**config.mk**
```make
export PLATFORM = sky130hd
export DESIGN_NAME = qdec_top
export DESIGN_NICKNAME = d
export VERILOG_FILES = /design/src/rtl/qdec_pkg.sv /design/src/rtl/qdec_cfg_regs.sv /design/src/rtl/qdec_front.sv /design/src/rtl/qdec_position.sv /design/src/rtl/qdec_irq.sv /design/src/rtl/qdec_top.sv
export SDC_FILE = /design/constraint.sdc
export NUM_CORES = 1
export LEC_CHECK = 0
export BUFFER_PORTS_ARGS = -buffer_cell sky130_fd_sc_hd__buf_2
export CORE_MARGIN = 3
export CORE_UTILIZATION = 55
export CTS_BUF_LIST = sky130_fd_sc_hd__clkbuf_8
export DETAILED_ROUTE_END_ITERATION = 10
export PLACE_DENSITY = 0.78
export SLEW_MARGIN = 20
export SYNTH_ARGS = -nofsm -noshare
export SYNTH_HDL_FRONTEND = slang
export SYNTH_HIERARCHICAL = 1
export SYNTH_SLANG_ARGS = --single-unit
```
**constraint.sdc**
```tcl
create_clock -name clk -period 7.4 [get_ports clk]
set_input_delay 1.48 -clock clk [delete_from_list [all_inputs] [get_ports clk]]
set_output_delay 1.48 -clock clk [all_outputs]
set_load 0.01 [all_outputs]
```
**src/rtl/qdec_pkg.sv**
```systemverilog
package qdec_pkg;

    localparam int unsigned IRQ_W         = 6;
    localparam int unsigned IRQ_WDOG      = 0;
    localparam int unsigned IRQ_RST_DN    = 1;
    localparam int unsigned IRQ_RST_UP    = 2;
    localparam int unsigned IRQ_DIR       = 3;
    localparam int unsigned IRQ_FIFO_ENT  = 4;
    localparam int unsigned IRQ_FIFO_CRIT = 5;

    typedef enum logic [1:0] {
        STEP_NONE = 2'd0,
        STEP_UP   = 2'd1,
        STEP_DN   = 2'd2,
        STEP_BAD  = 2'd3
    } step_e;

    typedef struct packed {
        logic a;
        logic b;
        logic idx;
    } phase_t;

    typedef struct packed {
        logic       swap;
        logic       inv_a;
        logic       inv_b;
        logic       inv_idx;
        logic [1:0] gate;
        logic       ceil_mode;
    } qcfg_t;

    localparam qcfg_t CFG_RESET = '{swap: 1'b0, inv_a: 1'b0, inv_b: 1'b0,
                                    inv_idx: 1'b0, gate: 2'd0, ceil_mode: 1'b1};

    // Forward order of {A,B}: 00 -> 10 -> 11 -> 01 -> 00
    function automatic logic [1:0] fwd_next(input logic [1:0] ab);
        case (ab)
            2'b00:   fwd_next = 2'b10;
            2'b10:   fwd_next = 2'b11;
            2'b11:   fwd_next = 2'b01;
            default: fwd_next = 2'b00;
        endcase
    endfunction

    function automatic step_e decode_step(input logic [1:0] prv, input logic [1:0] cur);
        step_e s;
        if (prv == cur)                  s = STEP_NONE;
        else if ((prv ^ cur) == 2'b11)   s = STEP_BAD;
        else if (fwd_next(prv) == cur)   s = STEP_UP;
        else                             s = STEP_DN;
        return s;
    endfunction

    function automatic logic gate_match(input logic [1:0] gate, input logic a, input logic b);
        return gate == {a, b};
    endfunction

endpackage

```
**src/rtl/qdec_cfg_regs.sv**
```systemverilog
module qdec_cfg_regs
    import qdec_pkg::*;
#(
    parameter int unsigned CNT_W = 32
) (
    input  logic             clk,
    input  logic             rst,
    input  logic             en,
    input  logic             we,
    input  qcfg_t            cfg_in,
    input  logic [CNT_W-1:0] ceil_in,
    output qcfg_t            cfg_q,
    output logic [CNT_W-1:0] ceil_q
);

    localparam logic [CNT_W-1:0] CEIL_RESET = '1;

    logic load;
    assign load = we && !en;

    always_ff @(posedge clk) begin
        if (rst) begin
            cfg_q  <= CFG_RESET;
            ceil_q <= CEIL_RESET;
        end else if (load) begin
            cfg_q  <= cfg_in;
            ceil_q <= ceil_in;
        end
    end

endmodule

```
**src/rtl/qdec_front.sv**
```systemverilog
module qdec_front
    import qdec_pkg::*;
(
    input  logic  clk,
    input  logic  rst,
    input  logic  pin_a,
    input  logic  pin_b,
    input  logic  pin_idx,
    input  qcfg_t cfg,
    output step_e step,
    output logic  idx_hit
);

    phase_t cond;
    phase_t cur_q;
    phase_t prv_q;

    // swap first, then per-phase inversion
    always_comb begin
        cond.a   = (cfg.swap ? pin_b : pin_a) ^ cfg.inv_a;
        cond.b   = (cfg.swap ? pin_a : pin_b) ^ cfg.inv_b;
        cond.idx = pin_idx ^ cfg.inv_idx;
    end

    // both stages load the live levels in reset so no phantom step follows
    always_ff @(posedge clk) begin
        if (rst) begin
            cur_q <= cond;
            prv_q <= cond;
        end else begin
            cur_q <= cond;
            prv_q <= cur_q;
        end
    end

    assign step    = decode_step({prv_q.a, prv_q.b}, {cur_q.a, cur_q.b});
    assign idx_hit = cur_q.idx && !prv_q.idx && gate_match(cfg.gate, cur_q.a, cur_q.b);

endmodule

```
**src/rtl/qdec_position.sv**
```systemverilog
module qdec_position
    import qdec_pkg::*;
#(
    parameter int unsigned CNT_W = 32
) (
    input  logic             clk,
    input  logic             rst,
    input  logic             en,
    input  step_e            step,
    input  logic             idx_hit,
    input  logic             ceil_mode,
    input  logic [CNT_W-1:0] ceiling,
    output logic [CNT_W-1:0] count,
    output logic             dir_up,
    output logic             phase_err,
    output logic             ev_rst_up,
    output logic             ev_rst_dn,
    output logic             ev_dir
);

    localparam logic [CNT_W-1:0] ZERO = '0;
    localparam logic [CNT_W-1:0] ONE  = {{(CNT_W-1){1'b0}}, 1'b1};

    logic [CNT_W-1:0] cnt_q, cnt_d;
    logic             dir_q, dir_d;
    logic             err_q, err_d;

    always_comb begin
        cnt_d     = cnt_q;
        dir_d     = dir_q;
        err_d     = err_q;
        ev_rst_up = 1'b0;
        ev_rst_dn = 1'b0;
        ev_dir    = 1'b0;
        if (!en) begin
            err_d = 1'b0;
        end else begin
            if (!ceil_mode && idx_hit) begin
                cnt_d     = ZERO;
                ev_rst_up = dir_q;
                ev_rst_dn = !dir_q;
            end else if (step == STEP_UP) begin
                if (ceil_mode && cnt_q >= ceiling) begin
                    cnt_d     = ZERO;
                    ev_rst_up = 1'b1;
                end else begin
                    cnt_d = cnt_q + ONE;
                end
            end else if (step == STEP_DN) begin
                if (ceil_mode && cnt_q == ZERO) begin
                    cnt_d     = ceiling;
                    ev_rst_dn = 1'b1;
                end else begin
                    cnt_d = cnt_q - ONE;
                end
            end
            case (step)
                STEP_UP: begin
                    dir_d  = 1'b1;
                    ev_dir = !dir_q;
                end
                STEP_DN: begin
                    dir_d  = 1'b0;
                    ev_dir = dir_q;
                end
                STEP_BAD: err_d = 1'b1;
                default:  ;
            endcase
        end
    end

    always_ff @(posedge clk) begin
        if (rst) begin
            cnt_q <= ZERO;
            dir_q <= 1'b1;
            err_q <= 1'b0;
        end else begin
            cnt_q <= cnt_d;
            dir_q <= dir_d;
            err_q <= err_d;
        end
    end

    assign count     = cnt_q;
    assign dir_up    = dir_q;
    assign phase_err = err_q;

endmodule

```
**src/rtl/qdec_irq.sv**
```systemverilog
module qdec_irq #(
    parameter int unsigned N = 6
) (
    input  logic         clk,
    input  logic         rst,
    input  logic [N-1:0] src,
    input  logic [N-1:0] mask,
    input  logic [N-1:0] clr,
    output logic [N-1:0] status,
    output logic         irq
);

    logic [N-1:0] st_q;

    for (genvar i = 0; i < N; i++) begin : g_bit
        always_ff @(posedge clk) begin
            if (rst)                      st_q[i] <= 1'b0;
            else if (src[i] && !mask[i])  st_q[i] <= 1'b1;
            else if (clr[i])              st_q[i] <= 1'b0;
        end
    end

    assign status = st_q;
    assign irq    = |st_q;

endmodule

```
**src/rtl/qdec_top.sv**
```systemverilog
module qdec_top
    import qdec_pkg::*;
#(
    parameter int unsigned CNT_W = 32
) (
    input  logic             clk,
    input  logic             rst,
    input  logic             en,
    input  logic             pin_a,
    input  logic             pin_b,
    input  logic             pin_idx,
    input  logic             cfg_we,
    input  logic             cfg_swap,
    input  logic             cfg_inv_a,
    input  logic             cfg_inv_b,
    input  logic             cfg_inv_idx,
    input  logic [1:0]       cfg_gate,
    input  logic             cfg_ceil_mode,
    input  logic [CNT_W-1:0] cfg_ceiling,
    input  logic             ext_wdog,
    input  logic             ext_fifo_entry,
    input  logic             ext_fifo_crit,
    input  logic [5:0]       irq_mask,
    input  logic [5:0]       irq_clr,
    output logic [CNT_W-1:0] count,
    output logic             dir_up,
    output logic             phase_err,
    output logic [5:0]       irq_status,
    output logic             irq
);

    qcfg_t            cfg_in, cfg_q;
    logic [CNT_W-1:0] ceil_q;
    step_e            step;
    logic             idx_hit;
    logic             ev_rst_up, ev_rst_dn, ev_dir;
    logic [IRQ_W-1:0] irq_src;

    always_comb begin
        cfg_in.swap      = cfg_swap;
        cfg_in.inv_a     = cfg_inv_a;
        cfg_in.inv_b     = cfg_inv_b;
        cfg_in.inv_idx   = cfg_inv_idx;
        cfg_in.gate      = cfg_gate;
        cfg_in.ceil_mode = cfg_ceil_mode;
    end

    qdec_cfg_regs #(.CNT_W(CNT_W)) u_cfg (
        .clk     (clk),
        .rst     (rst),
        .en      (en),
        .we      (cfg_we),
        .cfg_in  (cfg_in),
        .ceil_in (cfg_ceiling),
        .cfg_q   (cfg_q),
        .ceil_q  (ceil_q)
    );

    qdec_front u_front (
        .clk     (clk),
        .rst     (rst),
        .pin_a   (pin_a),
        .pin_b   (pin_b),
        .pin_idx (pin_idx),
        .cfg     (cfg_q),
        .step    (step),
        .idx_hit (idx_hit)
    );

    qdec_position #(.CNT_W(CNT_W)) u_pos (
        .clk       (clk),
        .rst       (rst),
        .en        (en),
        .step      (step),
        .idx_hit   (idx_hit),
        .ceil_mode (cfg_q.ceil_mode),
        .ceiling   (ceil_q),
        .count     (count),
        .dir_up    (dir_up),
        .phase_err (phase_err),
        .ev_rst_up (ev_rst_up),
        .ev_rst_dn (ev_rst_dn),
        .ev_dir    (ev_dir)
    );

    always_comb begin
        irq_src                = '0;
        irq_src[IRQ_WDOG]      = ext_wdog;
        irq_src[IRQ_RST_DN]    = ev_rst_dn;
        irq_src[IRQ_RST_UP]    = ev_rst_up;
        irq_src[IRQ_DIR]       = ev_dir;
        irq_src[IRQ_FIFO_ENT]  = ext_fifo_entry;
        irq_src[IRQ_FIFO_CRIT] = ext_fifo_crit;
    end

    qdec_irq #(.N(IRQ_W)) u_irq (
        .clk    (clk),
        .rst    (rst),
        .src    (irq_src),
        .mask   (irq_mask),
        .clr    (irq_clr),
        .status (irq_status),
        .irq    (irq)
    );

endmodule

```
# After elaboration in Yosys (flattened, before gate mapping)
# Cells that the tools add are included.
# classes
n_bitwise	5
add_sub_neg	2
n_lt_le_gt_ge	1
reduce_logical	36
eq_ne	9
muxes	38
# op_table
cell	n
32-bit two-way mux	5
32-bit by 1-bit adder with 32-bit output, second input constant	1
32-bit greater-or-equal comparator	1
32-bit logical NOT	1
32-bit by 1-bit subtractor with 32-bit output, second input constant	1
1-bit two-way mux	24
2-bit nonzero test	7
1-bit logical AND	12
2-bit equality test, second input constant	5
1-bit logical NOT	10
2-bit two-way mux	5
2-bit equality test	3
2-bit case mux with 3 select lines	1
6-bit OR reduction	1
1-bit case mux with 2 select lines	2
2-bit AND reduction	2
3-bit two-way mux	1
3-bit nonzero test	1
1-bit bitwise XOR	3
2-bit by 1-bit equality test with 1-bit output, second input constant	1
2-bit logical NOT	1
2-bit OR reduction	1
2-bit bitwise XOR	1
1-bit inverter	1
# word_totals
wordCells	113
out_inout_bits	41
regBits	85

# Depth between registers and ports, before layout
# Gate-level depths: netlist of the first run.
# logic_depth
ltp_word	15
depth_mapped	15

# By module
# The synthesis of the first run kept the hierarchy.
# by_module_without_submodules
module	n_inst	area_each_um2	seq_area_each_um2	cells_each
qdec_position	1	4124.0	680.7	591
qdec_cfg_regs	1	1606.5	780.7	170
qdec_front	1	282.8	120.1	27
qdec_irq	1	239.0	120.1	27

# Worst setup path after synthesis of the first run
# No wires, ideal clock.
# synth_path
kind	register -> register
start	register u_pos.cnt_q[9] (netlist: u_pos/count[9])
end	register u_pos.cnt_q[27] (netlist: u_pos/count[27])
synth_period_minus_slack_ps	2902
path_buffers	2
slack_ps	4498
stages_incl_launch_ff	10
arrival_ps	2785
required_time_ps	7283
setup_ps	117
path_cell_list	dfxtp_1 -> buf_2 -> or4_4 -> or4_4 -> or3_1 -> buf_2 -> o31ai_1 -> a21oi_1 -> a31o_2 -> a22o_1
# synth_via
elab_chain_len	6
# synth_rtl
element	line_no	rtl
from (decl)	qdec_position.sv:24	logic [CNT_W-1:0] cnt_q, cnt_d;
from (signal assigned)	qdec_position.sv:78	cnt_q <= cnt_d;
parallel branches: the longest is 4 deep, another holds 32-bit by 1-bit subtractor with 32-bit output	n/a	
32-bit two-way mux *	qdec_position.sv:42	end else if (step == STEP_UP) begin
32-bit two-way mux *	qdec_position.sv:38	if (!ceil_mode && idx_hit) begin
# Every way passes the cells marked *. The select of a mux whose other input is x is not followed.
# A chain may end at the register's enable or synchronous reset.

# Final worst setup path of the first run
# layout_path
start	register u_pos.cnt_q[0] (netlist: u_pos/count[0])
end	register u_pos.cnt_q[30] (netlist: u_pos/count[30])
# Same word-level chain as after synthesis.

==> flow_summary.ini, run 1 <==
[outcome]
status = complete, no violations

[setup_path]
arrival_ns = 4.10
crit_family = compound AO/OA/AOI/OAI gates
critPathBufInv = 2
critPathMaxFanout = 15
cp.required_ns = 7.68
crit_slowest_cell = nor2_1
worstReg2RegEnd = u_pos/count[30]
r2r-start = u_pos/count[0]
worstSetupEndpointType = register
worstSetupPathType = reg2reg
rr_worst_depth = 10
crit_path_start_kind = register
r2r_setup_slack_ns = 3.58
worstPathCellList = inv_1 -> ha_1 -> nand2b_1 -> a2111o_1 -> a211oi_1 -> o22ai_1 -> nor2_1 -> buf_4 -> a311oi_1 -> a2111oi_2
slowest_delay_ns = 0.82

[floorplanning]
io-pin-count = 102
die_area_um2 = 12700
die-width_um = 113
num_rows = 38
coreArea_um2 = 11000
start_util_pct = 56.9
die_h_um = 113

[sta]
setup_viol = 0
finalCritPeriodShare_pct = 51.6
fin_ws_ns = 3.58
maxSlewViolCount = 0
worst_pin_slew_ns = 1.15
rsz0062_at_grt = false
final.setup_skew_ns = 0.00988
finalHoldViolations = 0
fin_crit_ns = 3.82
fin_setup_tns_ns = 0
fmax_mhz = 262
slew_headroom_pct = 22.6

[global_route]
overflow = 0
grt_pass1_wl_um = 30700
grt_antenna_before_repair = 0
track_usage_pct = 29.7
grt_start_max_net_pins = 105
grt_pass1_vias = 6197

[placement]
routabilityCongestion = 0.943
place_ws_ns = 3.50
dp_hpwl_um = 13500
place_area_um2 = 6680
io_buffers = 101

[logic_synthesis]
syn_inst = 815
yosysWarnings = 6
synth.largest_area_cell = dfxtp_1
async_reset_ff_share_pct = 0
synth_flop_cell = dfxtp_1
synth_most_common_cell = nor2_1
synth_edf_count = 0
ys_seq_area_share_pct = 27.2
yosysTopAreaCellShare_pct = 27.2
syn-cell-area_um2 = 6250
synth_commonest_cells = nor2_1, dfxtp_1, a21oi_1, inv_1, nand2_1
synth_cell_types = 65
synth_fp_nets = 914
syn_avg_cell_area_um2 = 7.67
synth_seq_cells = 85
synth.area.top_cells = dfxtp_1, ha_1, nor2_1

[hold_path]
hp-class = reg2reg
hp-start = u_cfg/cfg_q[4]
hold_depth = 1
hold_end = u_front/cur_q[1]

[clock_network]
clkLatencyLatePin_ns = 0.38
hold_buffers = 0
clk_pin_slew_ns = 0.09
cts_setup_buffers = 0
ctsResizeCount = 0
clkSinkCount = 85
clock_path_buffers = 2
cts_tree = built
htree_levels = 3
numCtsBuffers = 9
cts_root_buffer = clkbuf_8

[route]
vias = 6508
vias_per_cell = 6.41
drtPass1Iterations = 6
drc = 0
ant_nets = 0
wire_per_inst_um = 18.9
totalWireLength_um = 19200
initialDrtViolationCount = 667

[pwr]
ir_worst_vdd_mv = 0.236
power.density_nw_per_um2 = 444
leakage_nw = 3.05
finalPower_mw = 3.06

[cells_and_area]
diodes = 0
nets = 971
stdcell_area_um2 = 6880
area_delta_synth_final_pct = 9.99
drive_gt1_share_pct = 16.6

[flow_run]
maxCapViolCount = 0
[metrics by stage]
| stage | util, % | cells | hold WS (ns) |
|---|---|---|---|
| detailed placement | 60.8 | 1001 | 0.474 |
| global placement | 60.8 | 1001 | 0.461 |
| CTS | 62.5 | 1015 | 0.490 |
| floorplan | - | 815 | 0.444 |
| finish | 62.6 | 1015 | 0.491 |
| global route | 62.6 | 1015 | 0.517 |
[layout make-up]
class                      instances  area, µm²
clock buffer                      10        138
tap                              140        175
clock inverter                     4       50.0
fill                            1034       4110
timing repair buffer             108        561
inverter                          48        180
multi-input combinational        620       4070
sequential                        85       1700
[flip-flops by register name, indices dropped and copies added (netlist names)]
register         count
u_irq/status         6
u_pos/phase_err      1
u_cfg/cfg_q          7
u_pos/count         32
u_cfg/ceil_q        32
u_pos/dir_up         1
u_front/cur_q        3
u_front/prv_q        3
[per-layer routing]
layer | track usage, % | routed length (µm) | vias up
li1 | - | - | 3042
met1 | 38.4 | 7980 | 3044
met2 | 48.1 | 8860 | 366
met3 | 5.61 | 1690 | 56
met4 | 13.2 | 664 | 0
met5 | 0 | 0 | -
[logic make-up after synthesis]
| logic type | after synthesis | synth area share [%] |
|---|---|---|
| xor gates and xnor gates | 33 | 4.62 |
| AOI/OAI and AO/OA | 190 | 20.2 |
| DFF | 85 | 27.2 |
| and+or+nand+nor | 315 | 25.2 |
| buffers and inverters | 110 | 8.02 |
| adders and majority gates | 38 | 7.60 |
| muxes | 44 | 7.12 |
[cells in the final DEF, fill, tap and decap left out, drive strengths merged, types with 5 or more instances in the layout]
master and count:
a31oi 13, inv 48, a22oi 5, clkbuf 10
or4 6, ha 38, nand2b 27, dfxtp 85
nand4 19, nor3 26, or2 8, o22ai 6
a2111oi 5, buf 108, a211o 5, nor4 15
a211oi 10, nand2 46, nor2 116, a22o 5
or3 7, xnor2 26, nand3 23, o31ai 19
a21oi 48, mux2i 40, o21ai 36, xor2 7
[worst max path at each step]
stage                    from               to  slack [ns]  cells past startpoint
4_1_cts        u_pos/count[8]  u_pos/count[23]        3.47                      7
3_5_place_dp   u_pos/count[8]  u_pos/count[23]        3.50                      7
3_3_place_gp   u_pos/count[8]  u_pos/count[23]        3.64                      7
5_1_grt        u_pos/count[0]  u_pos/count[30]        3.44                     10
6_report       u_pos/count[0]  u_pos/count[30]        3.58                     10
2_1_floorplan  u_pos/count[9]  u_pos/count[27]        4.50                      9
[power breakdown]
group,internal (mW),switching (mW),leakage [nW],total (mW)
sequential,0.550,0.249,0.697,0.799
clock,0.161,0.180,0.0902,0.341
combinational,0.754,1.16,2.27,1.92
No activity file was read; power rests on OpenSTA's default activity.
==> run 2, diff against run 1 <==
--- a/config.mk
+++ b/config.mk
@@ -5,12 +5,13 @@
 export SDC_FILE = /design/constraint.sdc
 export NUM_CORES = 1
 export LEC_CHECK = 0
+export ABC_AREA = 1
 export BUFFER_PORTS_ARGS = -buffer_cell sky130_fd_sc_hd__buf_2
 export CORE_MARGIN = 3
 export CORE_UTILIZATION = 55
 export CTS_BUF_LIST = sky130_fd_sc_hd__clkbuf_8
 export DETAILED_ROUTE_END_ITERATION = 10
-export PLACE_DENSITY = 0.78
+export PLACE_DENSITY = 0.77
 export SLEW_MARGIN = 20
 export SYNTH_ARGS = -nofsm -noshare
 export SYNTH_HDL_FRONTEND = slang
==> constraint.sdc (replaced) <==
create_clock -name clk -period 3.7 [get_ports clk]
set_input_delay 0.74 -clock clk [delete_from_list [all_inputs] [get_ports clk]]
set_output_delay 0.74 -clock clk [all_outputs]
set_load 0.01 [all_outputs]
==> run 2 against run 1 <==
Effect of this change:
- clock-buffer cell count down 1
- fmax up 37%
- routed wire length up 8.8%
- utilization up 0.24 points
- sequential power up 85%
- flip-flop and latch count unchanged
- clock power up 100%
- die area up 12%
- area after synthesis up 12%
- synthesized cell count up 44%
- worst setup slack worse by 2.7 ns
- non-clock buffer count up 5
- critical endpoint is now u_pos/count[18]
==> flow_summary.ini, run 2 <==
[cells_and_area]
multi_input_area_um2 = 4440
area_delta_synth_final_pct = 9.79
drive_gt1_share_pct = 13.6
diodes = 0
seq_area_um2 = 1700
stdcell_area_um2 = 7710
nets = 1340
fin_util_pct = 62.8
fillers = 1279
layout_common_cells = nand2_1, inv_1, nor2_1, nand3_1, buf_2
final_common_cell = nand2_1

[global_route]
grt_pass1_vias = 6850
grt_pass1_wl_um = 34100
grt_start_max_net_pins = 45
grt_antenna_before_repair = 0
overflow = 0
track_usage_pct = 29.7

[clock_network]
hold_buffers = 0
clkLatencyLatePin_ns = 0.39
cts_root_buffer = clkbuf_8
ctsResizeCount = 0
cts_tree = built
htree_levels = 3
clock_path_buffers = 2
cts_setup_buffers = 0
clkSinkCount = 85
numCtsBuffers = 9
clk_pin_slew_ns = 0.09

[logic_synthesis]
syn_avg_cell_area_um2 = 5.98
syn_inst = 1174
synth.largest_area_cell = dfxtp_1
synth_top_family_by_area = simple AND/OR/NAND/NOR gates
synth_commonest_cells = nand2_1, inv_1, nor2_1, nand3_1, dfxtp_1
synth-compound-area-share_pct = 8.06
synth_fp_nets = 1273
synth_cell_types = 38
synth_fa_ha_area_share_pct = 6.77
async_reset_ff_share_pct = 0
yosysTopAreaCellShare_pct = 24.2
yosysWarnings = 6
synth.area.top_cells = dfxtp_1, nand2_1, nand3_1
synthMuxAreaShare_pct = 0
synth_edf_count = 0
synthXorXnorAreaFrac_pct = 5.61
ys_seq_area_share_pct = 24.2
synth_seq_cells = 85
synth_flop_cell = dfxtp_1
syn-cell-area_um2 = 7020
yosys.area_share.simple_pct = 42.7
synth_most_common_cell = nand2_1

[sta]
finalCritPeriodShare_pct = 75.6
fin_ws_ns = 0.902
fin_setup_tns_ns = 0
hold-worst-slack_ns = 0.460
slew_headroom_pct = 43.5
maxSlewViolCount = 0
worst_pin_slew_ns = 0.847
fmax_mhz = 357
setup_viol = 0
finalHoldViolations = 0
fin_crit_ns = 2.80
rsz0062_at_grt = false
final.setup_skew_ns = 0.00949

[floorplanning]
die-width_um = 119
num_rows = 40
io-pin-count = 102
die_area_um2 = 14200
die_h_um = 119
coreArea_um2 = 12300
start_util_pct = 57.2

[route]
wire_per_inst_um = 14.8
drc = 0
initialDrtViolationCount = 578
vias_per_cell = 5.25
drtPass1Iterations = 5
ant_nets = 0
totalWireLength_um = 20900
vias = 7426

[hold_path]
hold_depth = 2
hp-start = u_front/cur_q[0]
hp-class = reg2reg
hold_end = u_front/prv_q[0]

[pwr]
power.density_nw_per_um2 = 877
ir_worst_vdd_mv = 0.402
clkPwrFrac_pct = 10.1
leakage_nw = 4.20
switchingPower_mw = 3.78
p_sw_share_pct = 55.9
internal_power_mw = 2.98
seq_power_share_pct = 21.8
combPwrFrac_pct = 68.0

[placement]
io_buffers = 101
dp_hpwl_um = 15500
place_area_um2 = 7510
place_ws_ns = 0.991
routabilityCongestion = 1.04

[outcome]
status = complete, no violations

[setup_path]
worstReg2RegEnd = u_pos/count[18]
crit_path_start_kind = register
cp.required_ns = 4.01
worstSetupPathType = reg2reg
rr_worst_depth = 17
r2r_setup_slack_ns = 0.90
critPathMaxFanout = 22
arrival_ns = 3.11
r2r-start = u_pos/count[11]
worstSetupEndpointType = register

[flow_run]
maxCapViolCount = 0
==> run 2: changes by cell type after synthesis, sizes merged, moves of 15 or more <==
| cell | before | now |
|---|---|---|
| nand2 | 46 | 368 |
| inv | 48 | 149 |
| nand3 | 23 | 122 |
| mux2i | 40 | 0 |
| nor2 | 116 | 156 |
| xor2 | 7 | 39 |
| nand2b | 27 | 0 |
| xnor2 | 26 | 6 |
| clkbuf | 39 | 20 |
| o31ai | 19 | 0 |
| a21oi | 48 | 63 |
==> run 2: worst max-delay path: stages (launching register included) <==
cell     delay (ns)
dfxtp_1        0.64
ha_1           0.33
nand2_1        0.09
inv_1          0.04
nand2_1        0.06
nand2_1        0.05
nand2_1        0.05
nand2_1        0.06
nor2_1         0.08
nand2_1        0.14
nand2_1        0.09
nand2_1        0.08
nand2_1        0.32
buf_4          0.36
nand2_1        0.08
nand2_1        0.06
nand2_1        0.05
a21oi_1        0.13
==> run 2: worst max-delay path by stage <==
stage	startpoint	endpoint	slack [ns]	cells past startpoint
2_1_floorplan	u_front/cur_q[2]	u_pos/count[10]	1.55	16
3_3_place_gp	u_pos/count[15]	u_pos/count[30]	1.06	14
3_5_place_dp	u_pos/count[15]	u_pos/count[30]	0.99	14
4_1_cts	u_pos/count[11]	u_pos/count[30]	0.97	17
5_1_grt	u_pos/count[11]	u_pos/count[10]	0.62	17
6_report	u_pos/count[11]	u_pos/count[18]	0.90	17
==> run 2: layer usage <==
layer | global-route usage (%) | wire [µm] | share of wire (%) | up-vias
met3 | 6.03 | 1280 | 6.1 | 52
met5 | 0 | 0 | 0 | -
met4 | 12.2 | 741 | 3.5 | 0
met1 | 39.5 | 9500 | 45 | 3337
li1 | - | - | - | 3812
met2 | 47.0 | 9370 | 45 | 225
==> run 2: cells by family (layout without fill, tap and decap cells) <==
kind of cell	Yosys count	in the layout
DFF	85	85
and+or+nand+nor	692	692
AOI/OAI and AO/OA	107	107
buffers and inverters	207	279
xor gates and xnor gates	45	45
adders and majority gates	38	38
==> run 2: final cells by class <==
cell class	count	share of cell area, %
Multi-Input combinational cell	882	57.6
Sequential cell	85	22.1
Timing Repair Buffer	113	7.73
Inverter	150	7.31
Tap cell	168	2.73
Clock buffer	9	1.61
Clock inverter	7	0.942
==> run 2: power groups by stage <==
stage	clock network [mW]	logic [mW]	registers, mW
floorplan	0	3.51	1.37
global placement	0	4.46	1.49
detailed placement	0	4.49	1.50
CTS	0.699	4.52	1.47
global route	0.735	5.18	1.52
finish	0.685	4.60	1.48
==> run 2: per-stage QoR <==
step	total power [mW]	instances
global placement	5.95	1398
floorplan	4.88	1174
global route	7.43	1414
finish	6.76	1414
detailed placement	5.98	1398
CTS	6.69	1414
==> run 3, diff against run 2 <==
--- a/config.mk
+++ b/config.mk
@@ -5,13 +5,13 @@
 export SDC_FILE = /design/constraint.sdc
 export NUM_CORES = 1
 export LEC_CHECK = 0
-export ABC_AREA = 1
+export ABC_AREA = 0
 export BUFFER_PORTS_ARGS = -buffer_cell sky130_fd_sc_hd__buf_2
 export CORE_MARGIN = 3
 export CORE_UTILIZATION = 55
 export CTS_BUF_LIST = sky130_fd_sc_hd__clkbuf_8
 export DETAILED_ROUTE_END_ITERATION = 10
-export PLACE_DENSITY = 0.77
+export PLACE_DENSITY = 0.78
 export SLEW_MARGIN = 20
 export SYNTH_ARGS = -nofsm -noshare
 export SYNTH_HDL_FRONTEND = slang
==> constraint.sdc (replaced) <==
create_clock -name clk -period 2.8 [get_ports clk]
set_input_delay 0.56 -clock clk [delete_from_list [all_inputs] [get_ports clk]]
set_output_delay 0.56 -clock clk [all_outputs]
set_load 0.01 [all_outputs]
==> run 3 against run 2 <==
Effect of this change:
- the run now ends with setup timing left
- non-clock buffer count is 101 higher
- clock-buffer cell count is 1 higher
- worst hold slack worse by 0.084 ns
- global-route usage is 3.6 points higher
- critical endpoint is now u_pos/count[30]
==> flow_summary.ini, run 3 (synthesis gave the netlist of run 1 again) <==
[outcome]
status = finished, violations left
violations = setup timing

[cells_and_area]
drive_gt1_share_pct = 28.5
fillers = 886
multi_input_area_um2 = 4220
area_delta_synth_final_pct = 26.4
diodes = 0
seq_area_um2 = 1710
nets = 1079
layout_common_cells = nor2_1, buf_4, buf_2, dfxtp_1
final_common_cell = nor2_1

[setup_path]
worstPathCellList = or4_4 -> or4_4 -> or3_4 -> or3_1 -> a31oi_2 -> a311oi_2 -> a2111oi_2
r2r_setup_slack_ns = -0.04
worstSetupPathType = reg2reg
critPathMaxFanout = 6
crit_path_frequent_cell = or4_4
arrival_ns = 3.11
worstReg2RegEnd = u_pos/count[30]
worstSetupEndpointType = register
r2r-start = u_pos/count[14]
crit_slowest_cell = or4_4
slowest_delay_ns = 0.57
crit_path_start_kind = register
cp.required_ns = 3.07
rr_worst_depth = 7

[placement]
dp_hpwl_um = 15400
io_buffers = 101
routabilityCongestion = 0.949

[clock_network]
numCtsBuffers = 9
htree_levels = 3
cts_tree = built
cts_root_buffer = clkbuf_8
clkSinkCount = 85
clkLatencyLatePin_ns = 0.38
clk_pin_slew_ns = 0.10
clock_path_buffers = 2

[floorplanning]
die_h_um = 113
coreArea_um2 = 11000
io-pin-count = 102
die-width_um = 113
start_util_pct = 56.9
num_rows = 38
die_area_um2 = 12700

[sta]
finalHoldViolations = 0
maxSlewViolCount = 0
slew_headroom_pct = 52.4
fmax_mhz = 352
fin_ws_ns = -0.0401
fin_crit_ns = 2.84
worst_pin_slew_ns = 0.708
setup_viol = 2
fin_setup_tns_ns = -0.0450
finalCritPeriodShare_pct = 101
final.setup_skew_ns = 0.0116
rsz0062_at_grt = true

[route]
drtPass1Iterations = 7
totalWireLength_um = 21600
vias = 6981
vias_per_cell = 6.21
initialDrtViolationCount = 717
drc = 0
ant_nets = 0
wire_per_inst_um = 19.2

[pwr]
finalPower_mw = 9.87
ir_worst_vdd_mv = 0.727
leakage_nw = 3.64
power.density_nw_per_um2 = 1250

[global_route]
grt_start_max_net_pins = 48
track_usage_pct = 33.4
grt_pass1_vias = 6893
overflow = 0
grt_antenna_before_repair = 0
grt_pass1_wl_um = 34100

[hold_path]
hp-start = pin_idx
hp-class = in2reg
hold_depth = 2
hold_end = u_front/cur_q[0]

[flow_run]
maxCapViolCount = 0
-- run 3: per-stage QoR --
| stage | hold WS [ns] | area [µm²] | utilization, % | instances | worst slack, ns |
|---|---|---|---|---|---|
| CTS | 0.370 | 7790 | 70.9 | 1123 | -0.00382 |
| global route | 0.365 | 7910 | 72.0 | 1124 | -0.0754 |
| floorplan | 0.444 | 6290 | - | 815 | -0.00300 |
| finish | 0.375 | 7910 | 72.0 | 1124 | -0.0401 |
| global placement | 0.461 | 7500 | 68.3 | 1104 | -0.103 |
| detailed placement | 0.474 | 7500 | 68.3 | 1104 | -0.177 |
-- run 3: worst max path at each step --
stage | startpoint | to | slack, ns | depth (start not counted)
after floorplan | u_pos/count[0] | u_pos/count[19] | -0.003 | 11
after global placement | u_pos/count[14] | u_pos/count[8] | -0.10 | 9
after detailed placement | u_pos/count[0] | u_pos/count[22] | -0.18 | 12
after CTS | u_pos/count[0] | u_pos/count[15] | -0.004 | 10
after global routing | u_pos/count[14] | u_pos/count[30] | -0.08 | 7
final | u_pos/count[14] | u_pos/count[30] | -0.04 | 7
-- run 3: timing repair --
action | in CTS | in global routing
gates resized for setup | 11 | 32
setup endpoints to repair | 16 | 28
gates cloned | 2 | 0
hold endpoints to repair | 0 | 0
pin swaps | 2 | 12
setup buffers | 2 | 1
hold buffers | 0 | 0
-- run 3: critical path, delay by kind of cell (launching register included) --
kind | cells | cell delay, ns
compound gates | 3 | 0.52
flops | 1 | 0.34
simple gates | 4 | 1.87
-- run 3: layout make-up --
type                    instances  share of cell area, %
flip-flops and latches         85                   21.6
repair buffers                214                   17.7
clock buffers                  10                   1.74
multi-input cells             622                   53.4
well taps                     140                   2.22
inverters                      48                   2.28
clock inverters                 5                   1.08
-- run 3: layer usage --
metal,routed length [µm],GRT usage [%]
met5,0,0
met2,10200,55.6
met3,2000,6.85
met4,714,13.2
met1,8690,42.2
-- run 3: report_power, final --
group | internal (mW) | switching, mW
registers | 1.46 | 0.205
logic | 3.05 | 4.13
clock network | 0.525 | 0.495
total | 5.04 | 4.83
